### config.mk
export PLATFORM = sky130hd
export DESIGN_NAME = pa_branch_predictor
export DESIGN_NICKNAME = d
export VERILOG_FILES = /design/src/rtl/pa_branch_predictor.sv
export SDC_FILE = /design/constraint.sdc
export NUM_CORES = 1
export LEC_CHECK = 0
export ABC_AREA = 1
export BUFFER_PORTS_ARGS = -buffer_cell sky130_fd_sc_hd__buf_2
export CAP_MARGIN = 5
export CELL_PAD_IN_SITES_DETAIL_PLACEMENT = 1
export CELL_PAD_IN_SITES_GLOBAL_PLACEMENT = 1
export CORE_AREA = 2 2 118 120
export DETAILED_ROUTE_END_ITERATION = 8
export DIE_AREA = 0 0 120 122
export PLACE_DENSITY_LB_ADDON = 0.1
export SYNTH_ARGS = -nofsm -noshare
export SYNTH_HDL_FRONTEND = slang
export SYNTH_SLANG_ARGS = --single-unit
### constraint.sdc
create_clock -name clk -period 3.85 [get_ports clk]
set_input_delay 0.77 -clock clk [delete_from_list [all_inputs] [get_ports clk]]
set_output_delay 0.77 -clock clk [all_outputs]
set_load 0.01 [all_outputs]
### src/rtl/pa_branch_predictor.sv
module pa_branch_predictor #(
  parameter int PC_W       = 32,
  parameter int ALIGN_BITS = 2,
  parameter int BRANCHES   = 16,
  parameter int HIST_LEN   = 4
) (
  input  logic            clk,
  input  logic            rst_n,
  input  logic            lookup_valid,
  input  logic [PC_W-1:0] lookup_pc,
  output logic            pred_valid,
  output logic            pred_taken,
  input  logic            resolve_valid,
  input  logic [PC_W-1:0] resolve_pc,
  input  logic            resolve_taken
);
  localparam int IDX_W    = $clog2(BRANCHES);
  localparam int PATTERNS = 1 << HIST_LEN;

  logic [BRANCHES-1:0][HIST_LEN-1:0] hist_tbl;
  logic [PATTERNS-1:0][1:0]          ctr_tbl;

  logic [IDX_W-1:0]    look_idx, res_idx;
  logic [HIST_LEN-1:0] res_hist, look_hist_q;
  logic [1:0]          res_ctr;
  logic                look_vld_q;

  assign look_idx = lookup_pc[ALIGN_BITS +: IDX_W];
  assign res_idx  = resolve_pc[ALIGN_BITS +: IDX_W];
  assign res_hist = hist_tbl[res_idx];
  assign res_ctr  = ctr_tbl[res_hist];

  always_ff @(posedge clk) begin
    if (!rst_n) begin
      look_vld_q  <= 1'b0;
      look_hist_q <= '0;
      pred_valid  <= 1'b0;
      pred_taken  <= 1'b0;
    end else begin
      look_vld_q  <= lookup_valid;
      look_hist_q <= hist_tbl[look_idx];
      pred_valid  <= look_vld_q;
      pred_taken  <= ctr_tbl[look_hist_q][1];
    end
  end

  always_ff @(posedge clk) begin
    if (!rst_n) begin
      for (int i = 0; i < BRANCHES; i++) hist_tbl[i] <= '0;
      for (int j = 0; j < PATTERNS; j++) ctr_tbl[j] <= 2'b01;
    end else if (resolve_valid) begin
      hist_tbl[res_idx] <= {res_hist[HIST_LEN-2:0], resolve_taken};
      if (resolve_taken && res_ctr != 2'b11)
        ctr_tbl[res_hist] <= res_ctr + 2'b01;
      else if (!resolve_taken && res_ctr != 2'b00)
        ctr_tbl[res_hist] <= res_ctr - 2'b01;
    end
  end

  a_r2_valid_follows: assert property (@(posedge clk) disable iff (!rst_n)
    lookup_valid |=> ##1 pred_valid);
  a_r2_idle_follows: assert property (@(posedge clk) disable iff (!rst_n)
    !lookup_valid |=> ##1 !pred_valid);
  a_r4_sat_high: assert property (@(posedge clk) disable iff (!rst_n)
    (resolve_valid && resolve_taken && res_ctr == 2'b11) |=> ctr_tbl[$past(res_hist)] == 2'b11);
  a_r5_sat_low: assert property (@(posedge clk) disable iff (!rst_n)
    (resolve_valid && !resolve_taken && res_ctr == 2'b00) |=> ctr_tbl[$past(res_hist)] == 2'b00);
  a_r6_shift_in: assert property (@(posedge clk) disable iff (!rst_n)
    resolve_valid |=> hist_tbl[$past(res_idx)][0] == $past(resolve_taken));
  a_r9_no_update: assert property (@(posedge clk) disable iff (!rst_n)
    !resolve_valid |=> ($stable(hist_tbl) && $stable(ctr_tbl)));
endmodule

Yosys cells after proc, flatten, opt, wreduce, memory -nomap -nowiden --
Cells that the tools add are included.
Storage, ports and cells: flip-flop bits (word level) 103, latch bits 0, memory bits (writable) 0, bits in read-only memories 0, bits of input ports 69, output and inout port bits 2, word-level logic and storage cells 70, memories 0
Cells by class: add/subtract/negate cells 2, $mul 0, div/mod/pow operators 0, $lt $le $gt $ge 6, eq/ne operators 1, shifts and indexed selects 0, multiplexer cells 17, bitwise gates (word level) 0, reductions and logical operators 8
Operator list (count):
- 32-bit bitwise mux | 2
- 64-bit bitwise mux | 1
- 32-bit two-way mux | 2
- 4-bit binary-select mux with 4-bit select | 2
- 4-bit by 5-bit < comparator with 1-bit output, second input constant | 4
- 2-bit binary-select mux with 4-bit select | 2
- 4-bit demux with 4-bit select | 1
- 4-bit two-way mux | 3
- 2-bit demux with 4-bit select | 1
- 4-bit by 1-bit >= comparator with 1-bit output, second input constant | 2
- 2-bit two-way mux | 3
- 1-bit logical AND | 4
- 2-bit nonzero test | 2
- 2-bit by 1-bit adder with 2-bit output, second input constant | 1
- 2-bit inequality test, second input constant | 1
- 2-bit AND reduction | 1
- 2-bit by 1-bit subtractor with 2-bit output, second input constant | 1
- 1-bit zero test | 1

Longest topological paths before layout --
Gate-level depths: netlist (run 1).
word-level depth 9, gate-level depth with buffers 28, depth with buffers taken out 27

Worst setup path after synthesis (run 1) --
No wires, ideal clock.
kind input to register, start point in resolve_pc[3], end point reg (tool-made name), setup time 119 ps, arrival time 3416 ps, data required time 3731 ps, path slack 316 ps, stages 24, path buffers 3, cell sequence buf_2 inv_2 nor2_2 buf_6 nand2_1 o21ai_1 o21ai_1 nand2_1 nor2_4 inv_2 nor2_4 nand2_1 nand2_2 buf_6 nor2_2 ha_1 nor2_1 o21ai_0 inv_1 nand3_4 nor2_4 inv_2 a21oi_1 nand2_1
RTL lines:
- from (decl) | RTL line 14 | input logic [PC_W-1:0] resolve_pc,

==> results of run 1 <==
[worst max-delay path, cell delays in order]
cell and delay (ps):
buf_2 140, buf_12 170, inv_4 80, nor2_4 170, buf_12 130, a22oi_1 50
nand2_1 90, nand2_1 70, nand2_2 150, nor2_8 70, nor2_1 250, nand2_1 100
nand3_1 80, nand2_1 60, nand2_1 80, nor2_1 60, ha_1 180, nor2_1 110
o21ai_1 120, buf_4 160, nor3_2 200, buf_4 160, nand2_1 110, a21oi_1 150
nand2_1 80
[where the power goes]
| group | switching, uW | internal [uW] |
|---|---|---|
| registers | 19.9 | 1090 |
| logic | 214 | 107 |
| clock network | 397 | 490 |
| total | 632 | 1690 |
[stage by stage]
stage / std cells / TNS, ps / power, uW / utilization
finish: 1024 / 0 / 2318 / 0.4587
global route: 1024 / 0 / 2406 / 0.4587
detailed placement: 1008 / -11890 / 1444 / 0.4332
floorplan: 805 / 0 / 1313 / -
CTS: 1023 / 0 / 2331 / 0.4543
global placement: 1008 / -9142 / 1435 / 0.4332
[metal layers]
| metal | global-route usage | vias to the layer above | part of all wire |
|---|---|---|---|
| met3 | 0.03043 | 42 | 0.031 |
| met1 | 0.3021 | 2688 | 0.42 |
| li1 | - | 2745 | - |
| met2 | 0.4801 | 114 | 0.51 |
| met5 | 0 | - | 0 |
| met4 | 0.1294 | 0 | 0.037 |
[worst max path at each step]
stage / start / end / slack (ps)
2_1_floorplan: resolve_pc[3] / register / 320
3_3_place_gp: resolve_pc[2] / ctr_tbl[7]$_SDFFE_PN0P_ / -330
3_5_place_dp: resolve_pc[3] / register / -450
4_1_cts: resolve_pc[2] / register / 40
5_1_grt: resolve_pc[2] / ctr_tbl[19]$_SDFFE_PN0P_ / 20
6_report: resolve_pc[2] / register / 280
[layout make-up]
type,count,area share
inverter,89,0.05474
sequential,103,0.3329
timing repair buffer,61,0.07554
tap,180,0.03636
multi-input combinational,576,0.4557
clock buffer,15,0.04484
[cells in the final DEF (no fill, tap or decap), types with 3 or more instances in the layout]
cell type,count
clkbuf_8,3
a22oi_1,8
clkbuf_16,9
inv_2,12
inv_1,72
o221ai_1,5
nor2_4,11
clkinv_1,3
nand2_1,161
clkbuf_1,3
buf_12,3
nor2_2,4
nand2_2,9
buf_4,42
nor2_1,65
buf_2,14
nand3_1,14
dfxtp_1,103
o21ai_1,28
o21ai_0,139
o211ai_1,11
a21oi_1,108
[cells in the mapped netlist (2+ instances only)]
cell      number
nand2_1      165
o21ai_0      140
a21oi_1      108
dfxtp_1      103
inv_1         72
nor2_1        66
o21ai_1       27
clkbuf_1      25
inv_2         14
nand3_1       14
o211ai_1      11
nor2_4         9
a22oi_1        8
buf_6          5
nand2_2        5
nor2_2         5
o221ai_1       5
buf_2          4
clkinv_1       3
buf_4          2
ha_1           2
nor3_1         2
nor3_2         2
o22ai_1        2
[logic make-up after synthesis]
group | count (synthesis) | share of synthesized area
flops | 103 | 0.3829
simple gates | 271 | 0.2193
buf+inv | 126 | 0.09712
fa+ha+maj | 2 | 0.004646
compound gates | 302 | 0.2944
xor+xnor | 1 | 0.001627
[what timing repair did]
item / 4_1_cts / 5_1_grt
setup buffers: 0 / 1
pin swaps: 0 / 2
resized for setup: 2 / 13
cloned: 0 / 0
endpoints found under the hold margin: 0 / 0
setup endpoints to repair: 20 / 32
==> flow_metrics.env, run 1 <==
export IMPL_status="finished, final reports clean"
export IMPL_pin_count_of_the_biggest_net_entering_global_routing=50
export IMPL_maxCapViolations=0
export IMPL_worst_skew_pair_late_latency_ps=350
export IMPL_number_of_warnings_printed_during_yosys_synthesis=0
export IMPL_area_growth_syn_to_layout_pct=15.03
export IMPL_critPathMaxFanout=14
export IMPL_netlist_area_mm2=0.005385
export IMPL_holdWs_ps=418.5
export IMPL_grt_total_usage=0.2623
export IMPL_r2r_slack_ps=790
export IMPL_synthFlopType="dfxtp_1"
export IMPL_cts_hold_buf=0
export IMPL_io_pin_count=71
export IMPL_worst_r2r_path_depth=24
export IMPL_detail_route_vias_per_cell=5.458
export IMPL_tritoncts="yes"
export IMPL_nets=911
export IMPL_cellLeakagePower_uw=0.002647
export IMPL_multi_input_area_mm2=0.002823
export IMPL_iteration_count_of_the_initial_detailed_routing_pass=5
export IMPL_die_h_um=122
export IMPL_max_freq_mhz=279.9
export IMPL_route_vias_total=5589
export IMPL_worst_endpoint_arrival_ps=3810
export IMPL_worstHoldPathCells=2
export IMPL_gr_total_overflow=0
export IMPL_slew_headroom=0.4463
export IMPL_start_kind="input port"
export IMPL_final_hold_violation_count=0
export IMPL_required_ps=4090
export IMPL_ff_latch_area_mm2=0.002062
export IMPL_final_worst_path_cycle_share=0.9279
export IMPL_yosys_register_bits=103
export IMPL_synth_sequential_area_ratio=0.3829
export IMPL_worst_pin_slew_ps=829.7
export IMPL_hold_path_endpoint="pred_valid$_SDFF_PN0_"
export IMPL_drc_errors=0
export IMPL_synth_area_leaders="dfxtp_1, o21ai_0, nand2_1"
export IMPL_avgRoutedWirePerCell_um=18.16
export IMPL_timing_hold_worst_start="look_vld_q$_SDFF_PN0_"
export IMPL_cts_made_buffers=9
export IMPL_grt_pass1_vias=5673
export IMPL_clock_tree_htree_level_count=3
export IMPL_fillers=1790
export IMPL_setup_violations_final=0
export IMPL_antenna_found_initial=0
export IMPL_detail_route_wirelength_um=18600
export IMPL_synth_avg_cell_area_um2=6.690
export IMPL_port_buffers=14
export IMPL_postPlaceCellArea_mm2=0.005849
export IMPL_count_of_flip_flops_with_a_built_in_enable_after_synthesis=0
export IMPL_final_area_mm2=0.006195
export IMPL_timing_critical_path_to_type="register"
export IMPL_worst_setup_timing_slack_at_the_placement_stage_ps=-448.3
export IMPL_worstSetupPathType="input port to register"
export IMPL_grt_setup_unrepaired="false"
export IMPL_power_density_of_the_placed_cells_mw_per_mm2=374.2
export IMPL_routabilityCongestion=0.9319
export IMPL_antenna_left=0
export IMPL_synth_top_cell_area_share=0.3829
export IMPL_timing_final_crit_period_ps=3573
export IMPL_timing_max_transition_violations_final=0
export IMPL_clk_transition_reported_paths_ps=60
export IMPL_insertedDiodeCount=0
export IMPL_core_rowCount=43
export IMPL_instance_count_of_the_mapped_netlist=805
export IMPL_final_critical_path_setup_slack_ps=277.4
export IMPL_asyncSetResetFlopFracSynth=0
export IMPL_initialDrtViolationCount=263
export IMPL_first_pass_grt_wire_length_um=29580
export IMPL_die_area_mm2=0.01464
export IMPL_fp_dieW_um=120
export IMPL_clock_skew_ps=5.800
export IMPL_clock_root_buffer="clkbuf_16"
export IMPL_clk_path_buf_depth=2
export IMPL_final_layout_size_suffix_gt1_frac=0.1374
export IMPL_synthesis_nets=876
export IMPL_regToRegStartpoint="hist_tbl[8]$_SDFFE_PN0P_"
export IMPL_coreArea_mm2=0.01350
export IMPL_ys_types=30
export IMPL_synth_top_cell_by_area="dfxtp_1"
export IMPL_numClockSinks=103
export IMPL_initial_utilization=0.3988
export IMPL_peakVddDrop_mv=0.2153
export IMPL_dpl_hpwl_um=13300
export IMPL_hold_path_class="register to register"
No activity file was read; power rests on OpenSTA's default activity.
==> inputs of run 2 (changes only) <==
--- a/config.mk
+++ b/config.mk
@@ -10,9 +10,9 @@
 export CAP_MARGIN = 5
 export CELL_PAD_IN_SITES_DETAIL_PLACEMENT = 1
 export CELL_PAD_IN_SITES_GLOBAL_PLACEMENT = 1
-export CORE_AREA = 2 2 118 120
+export CORE_AREA = 2 2 114 116
 export DETAILED_ROUTE_END_ITERATION = 8
-export DIE_AREA = 0 0 120 122
+export DIE_AREA = 0 0 116 118
 export PLACE_DENSITY_LB_ADDON = 0.1
 export SYNTH_ARGS = -nofsm -noshare
 export SYNTH_HDL_FRONTEND = slang
==> constraint.sdc (replaced) <==
create_clock -name clk -period 4.4 [get_ports clk]
set_input_delay 0.88 -clock clk [delete_from_list [all_inputs] [get_ports clk]]
set_output_delay 0.88 -clock clk [all_outputs]
set_load 0.01 [all_outputs]
==> run 2 against run 1 <==
Against the previous run: sequential share of layout area is 1.1 points higher; cell area is 3.2% lower; die area is 6.5% lower; setup slack better by 66 ps; critical path depth is 1 lower; highest routed layer unchanged.
==> flow_metrics.env, run 2 (synthesized netlist as in run 1, its figures left out) <==
export IMPL_status="finished, final reports clean"
export IMPL_grt_setup_unrepaired="false"
export IMPL_clock_tree_htree_level_count=3
export IMPL_max_freq_mhz=246.5
export IMPL_detail_route_wirelength_um=18150
export IMPL_grt_total_usage=0.2758
export IMPL_number_of_standard_cells_in_the_layout_taps_in_and_fillers_out=1000
export IMPL_critPathMaxFanout=12
export IMPL_peakVddDrop_mv=0.1766
export IMPL_timing_final_crit_period_ps=4056
export IMPL_timing_hold_worst_start="look_vld_q$_SDFF_PN0_"
export IMPL_first_pass_grt_wire_length_um=29330
export IMPL_clk_path_buf_depth=2
export IMPL_placed_cells=979
export IMPL_cts_made_buffers=9
export IMPL_regToRegStartpoint="hist_tbl[28]$_SDFFE_PN0P_"
export IMPL_power_density_of_the_placed_cells_mw_per_mm2=333.8
export IMPL_cellLeakagePower_uw=0.002551
export IMPL_worst_r2r_path_depth=26
export IMPL_antenna_left=0
export IMPL_path_common_cell="nand2_1"
export IMPL_layout_common_cells="nand2_1, o21ai_0, a21oi_1, dfxtp_1, inv_1"
export IMPL_timing_max_transition_violations_final=0
export IMPL_gr_total_overflow=0
export IMPL_dpl_hpwl_um=12530
export IMPL_required_ps=4660
export IMPL_area_growth_syn_to_layout_pct=11.38
export IMPL_worst_skew_pair_late_latency_ps=360
export IMPL_final_worst_path_cycle_share=0.9219
export IMPL_detail_route_vias_per_cell=5.525
export IMPL_clk_transition_reported_paths_ps=70
export IMPL_coreArea_mm2=0.01241
export IMPL_clock_skew_ps=5.814
export IMPL_r2r_slack_ps=1010
export IMPL_hold_path_class="register to register"
export IMPL_numClockSinks=103
export IMPL_fp_dieW_um=116
export IMPL_final_hold_violation_count=0
export IMPL_grt_pass1_vias=5729
export IMPL_worst_endpoint_arrival_ps=4310
export IMPL_pin_count_of_the_biggest_net_entering_global_routing=84
export IMPL_initialDrtViolationCount=372
export IMPL_slew_headroom=0.4069
export IMPL_tritoncts="yes"
export IMPL_final_layout_size_suffix_gt1_frac=0.1184
export IMPL_core_rowCount=41
export IMPL_timing_critical_path_to_type="register"
export IMPL_avgRoutedWirePerCell_um=18.15
export IMPL_route_vias_total=5525
export IMPL_insertedDiodeCount=0
export IMPL_worst_setup_path_startpoint="resolve_pc[3]"
export IMPL_worst_pin_slew_ps=888.7
export IMPL_clock_root_buffer="clkbuf_16"
export IMPL_setup_violations_final=0
export IMPL_initial_utilization=0.4338
export IMPL_iteration_count_of_the_initial_detailed_routing_pass=4
export IMPL_nets=894
export IMPL_setup_tns_ps=0
export IMPL_die_area_mm2=0.01369
export IMPL_start_kind="input port"
export IMPL_worstSetupPathType="input port to register"
export IMPL_routabilityCongestion=0.9144
export IMPL_drc_errors=0
export IMPL_antenna_found_initial=0
export IMPL_postLayoutCoreUtil=0.4832
export IMPL_critical_path_max_stage_delay_ps=550
export IMPL_port_buffers=14
export IMPL_cell_with_the_biggest_individual_delay_on_the_critical_path="nor2_2"
export IMPL_crit_chain="buf_2, inv_2, nor2_2, nand2_1, o21ai_0, o21ai_0, nand2_1, nor2_4, buf_4, nor2_2, nand2_1, nand2_1, inv_1, nand2_1, ha_1, nor2_1, o21ai_1, inv_1, nand2_1, inv_1, nand2_1, inv_1, o21ai_0, nand2_1"
export IMPL_mostFrequentLayoutCell="nand2_1"
export IMPL_io_pin_count=71
export IMPL_die_h_um=118
export IMPL_maxCapViolations=0
## run 2: routing by layer
layer / vias up / GRT usage / wire length [um]
met2: 107 / 0.4748 / 9141
met1: 2672 / 0.3335 / 7878
li1: 2708 / - / -
met4: 0 / 0.1369 / 614
met5: - / 0 / 0
met3: 38 / 0.03450 / 512
## run 2: worst min-delay path by stage
stage,end,cells after the start
detailed placement,pred_valid$_SDFF_PN0_,2
CTS,pred_valid$_SDFF_PN0_,2
global placement,pred_valid$_SDFF_PN0_,2
global route,pred_valid$_SDFF_PN0_,2
floorplan,pred_valid$_SDFF_PN0_,2
finish,pred_valid$_SDFF_PN0_,2
## run 2: report_power, final
group	total (uW)	switching [uW]	leakage (uW)	internal, uW
sequential	971	17.8	0.000835	953
combinational	263	183	0.00159	79.4
clock	769	370	0.000132	399
total	2000	571	0.00255	1430
## run 2: final cells by class
type | count | area [um^2]
Clock inverter | 5 | 33.78
Inverter | 89 | 334.1
Sequential cell | 103 | 2062
Multi-Input combinational cell | 576 | 2803
Clock buffer | 11 | 242.7
Timing Repair Buffer | 44 | 307.8
Tap cell | 172 | 215.2
Fill cell | 1649 | 6416
## run 2: metrics by stage
step | setup slack (ps) | hold WS (ps) | total power [uW] | area, um^2
3_3_place_gp | -29.93 | 396.4 | 1237 | 5682
5_1_grt | 97.69 | 454.7 | 2082 | 5998
3_5_place_dp | -262.8 | 417.2 | 1247 | 5682
2_1_floorplan | 755.6 | 390.5 | 1149 | 5385
4_1_cts | 47.82 | 433.5 | 2008 | 5958
6_report | 343.7 | 426.2 | 2002 | 5998
## run 2: repair_timing
action	4_1_cts	5_1_grt
setup buffers	0	5
setup endpoints to repair	0	32
hold buffers	0	0
gates resized for setup	0	2
## run 2: critical path, delay by kind of cell
family / cells / cell delay [ps]
compound gates: 4 / 650
fa+ha+maj: 1 / 140
simple gates: 12 / 1820
buf+inv: 7 / 800
==> inputs of run 3 (changes only) <==
--- a/config.mk
+++ b/config.mk
@@ -5,14 +5,14 @@
 export SDC_FILE = /design/constraint.sdc
 export NUM_CORES = 1
 export LEC_CHECK = 0
-export ABC_AREA = 1
+export ABC_AREA = 0
 export BUFFER_PORTS_ARGS = -buffer_cell sky130_fd_sc_hd__buf_2
 export CAP_MARGIN = 5
 export CELL_PAD_IN_SITES_DETAIL_PLACEMENT = 1
 export CELL_PAD_IN_SITES_GLOBAL_PLACEMENT = 1
-export CORE_AREA = 2 2 114 116
+export CORE_AREA = 2 2 109 111
 export DETAILED_ROUTE_END_ITERATION = 8
-export DIE_AREA = 0 0 116 118
+export DIE_AREA = 0 0 111 113
 export PLACE_DENSITY_LB_ADDON = 0.1
 export SYNTH_ARGS = -nofsm -noshare
 export SYNTH_HDL_FRONTEND = slang
==> constraint.sdc (replaced) <==
create_clock -name clk -period 5.27 [get_ports clk]
set_input_delay 1.054 -clock clk [delete_from_list [all_inputs] [get_ports clk]]
set_output_delay 1.054 -clock clk [all_outputs]
set_load 0.01 [all_outputs]
==> run 3 against run 2 <==
Against the previous run: largest cell class unchanged; synthesized cell count fell by 36%; total power fell by 22%; final cell count fell by 33%; non-clock buffer count fell by 5; die area fell by 8.4%; clock power fell by 17%.
==> flow_metrics.env, run 3 <==
export IMPL_core_rowCount=39
export IMPL_synth_area_leaders="dfxtp_1, mux4_2, mux2i_1"
export IMPL_synth_common_cells="dfxtp_1, mux2i_1, nor2b_1"
export IMPL_worstSetupPathType="input port to register"
export IMPL_postLayoutCoreUtil=0.5331
export IMPL_critical_path_n_buffers_inverters=3
export IMPL_clk_transition_reported_paths_ps=70
export IMPL_synth_sequential_area_ratio=0.3768
export IMPL_route_vias_total=3896
export IMPL_layout_common_cells="dfxtp_1, mux2i_1, nor2b_1, nand2_1, mux4_2"
export IMPL_max_freq_mhz=201.8
export IMPL_peakVddDrop_mv=0.2745
export IMPL_yosysMostFrequentCell="dfxtp_1"
export IMPL_drc_errors=0
export IMPL_numClockSinks=103
export IMPL_detail_route_wirelength_um=13780
export IMPL_final_hold_violation_count=0
export IMPL_io_pin_count=71
export IMPL_final_critical_path_setup_slack_ps=315.7
export IMPL_initialDrtViolationCount=268
export IMPL_critPathMaxFanout=18
export IMPL_start_kind="input port"
export IMPL_routabilityCongestion=0.8561
export IMPL_initial_utilization=0.4855
export IMPL_setup_violations_final=0
export IMPL_first_pass_grt_wire_length_um=22910
export IMPL_clk_path_buf_depth=2
export IMPL_pin_count_of_the_biggest_net_entering_global_routing=66
export IMPL_required_ps=5500
export IMPL_slew_headroom=0.3344
export IMPL_count_of_flip_flops_with_a_built_in_enable_after_synthesis=0
export IMPL_antenna_found_initial=0
export IMPL_cell_with_the_biggest_individual_delay_on_the_critical_path="mux4_2"
export IMPL_worst_endpoint_arrival_ps=5180
export IMPL_critical_path_max_stage_delay_ps=790
export IMPL_die_area_mm2=0.01254
export IMPL_yosys_register_bits=103
export IMPL_fp_dieW_um=111
export IMPL_timing_critical_path_to_type="register"
export IMPL_clock_root_buffer="clkbuf_16"
export IMPL_cellLeakagePower_uw=0.002205
export IMPL_crit_chain="buf_2, buf_12, mux4_2, mux4_2, mux2i_1, mux2i_1, a22oi_1, o311ai_0, ha_1, nor2b_1, o21ai_0, buf_4, nor3_4, and2b_1, mux2i_1, nand2_1"
export IMPL_final_worst_path_cycle_share=0.9401
export IMPL_number_of_standard_cells_in_the_layout_taps_in_and_fillers_out=671
export IMPL_grt_setup_unrepaired="false"
export IMPL_status="finished, final reports clean"
export IMPL_timing_final_crit_period_ps=4954
export IMPL_clock_tree_htree_level_count=3
export IMPL_tritoncts="yes"
export IMPL_post_cts_repair_setup_buffers=0
export IMPL_final_layout_size_suffix_gt1_frac=0.2045
export IMPL_worst_skew_pair_late_latency_ps=360
export IMPL_coreArea_mm2=0.01127
export IMPL_number_of_warnings_printed_during_yosys_synthesis=0
export IMPL_insertedDiodeCount=0
export IMPL_path_common_cell="mux2i_1"
export IMPL_gr_total_overflow=0
export IMPL_cts_hold_buf=0
export IMPL_hold_path_class="register to register"
export IMPL_synthesis_nets=587
export IMPL_dpl_hpwl_um=9922
export IMPL_timing_max_transition_violations_final=0
export IMPL_clock_skew_ps=9.877
export IMPL_asyncSetResetFlopFracSynth=0
export IMPL_synth_avg_cell_area_um2=10.61
export IMPL_total_power_uw=1556
export IMPL_netlist_area_mm2=0.005473
export IMPL_synth_top_cell_area_share=0.3768
export IMPL_die_h_um=113
export IMPL_synth_top_cell_by_area="dfxtp_1"
export IMPL_grt_total_usage=0.2375
export IMPL_r2r_slack_ps=890
export IMPL_iteration_count_of_the_initial_detailed_routing_pass=4
export IMPL_detail_route_vias_per_cell=5.806
export IMPL_critPathTopFamily="multiplexers"
export IMPL_avgRoutedWirePerCell_um=20.53
export IMPL_grt_pass1_vias=4159
export IMPL_instance_count_of_the_mapped_netlist=516
export IMPL_cts_made_buffers=9
export IMPL_placed_cells=655
export IMPL_port_buffers=14
export IMPL_antenna_left=0
export IMPL_area_growth_syn_to_layout_pct=9.808
export IMPL_worst_pin_slew_ps=996.2
export IMPL_nets=594
export IMPL_total_of_cells_resized_after_clock_tree_synthesis=0
export IMPL_synthFlopType="dfxtp_1"
export IMPL_mostFrequentLayoutCell="dfxtp_1"
export IMPL_power_density_of_the_placed_cells_mw_per_mm2=258.8
export IMPL_worst_setup_timing_slack_at_the_placement_stage_ps=-26.62
export IMPL_maxCapViolations=0
export IMPL_ys_types=38
[run 3: per-stage QoR]
stage,hold slack (ps),cell area [um^2],setup TNS (ps)
4_1_cts,448.7,6010,0
6_report,440.3,6010,0
2_1_floorplan,411.9,5473,0
3_5_place_dp,430.4,5729,-32.09
3_3_place_gp,415.8,5729,0
5_1_grt,455.7,6010,0
[run 3: power by group]
part           internal (uW)  switching [uW]
sequential               783            3.13
clock                    324             312
combinational           54.9            78.6
[run 3: logic make-up after synthesis]
| logic type | Yosys count | synth area share |
|---|---|---|
| AOI/OAI and AO/OA | 74 | 0.08276 |
| muxes | 126 | 0.3352 |
| and+or+nand+nor | 165 | 0.1626 |
| buffers and inverters | 45 | 0.03658 |
| adders and majority gates | 2 | 0.004572 |
| xor gates and xnor gates | 1 | 0.001601 |
| DFF | 103 | 0.3768 |
[run 3: cell type report]
type	instances	area [um^2]
Fill cell	1224	5263
Multi-Input combinational cell	368	3211
Sequential cell	103	2062
Timing Repair Buffer	39	270.3
Clock buffer	9	225.2
Tap cell	143	178.9
Clock inverter	7	55.05
Inverter	2	7.507
[run 3: worst register-to-register path: stages, from the launching register on]
cell and delay, ps:
dfxtp_1 330, mux4_2 500, mux4_2 790, mux2i_1 320, mux2i_1 130, a22oi_1 290
o311ai_0 190, ha_1 240, nor2b_1 160, o21ai_0 260, buf_4 240, nor3_4 290
and2b_1 250, mux2i_1 200, nand2_1 70
[run 3: final timing paths]
path | startpoint | end | cells past startpoint
setup / recovery | resolve_pc[3] | register | 16
hold / removal | look_vld_q$_SDFF_PN0_ | pred_valid$_SDFF_PN0_ | 1
setup reg to reg | hist_tbl[56]$_SDFFE_PN0P_ | register | 14
hold reg to reg | look_vld_q$_SDFF_PN0_ | pred_valid$_SDFF_PN0_ | 1
[run 3: routing by layer]
metal	share of wire	wire, um	GRT usage
met1	0.42	5793	0.2770
met2	0.52	7226	0.4311
met3	0.031	427	0.05303
met4	0.024	328	0.08500
met5	0	0	0
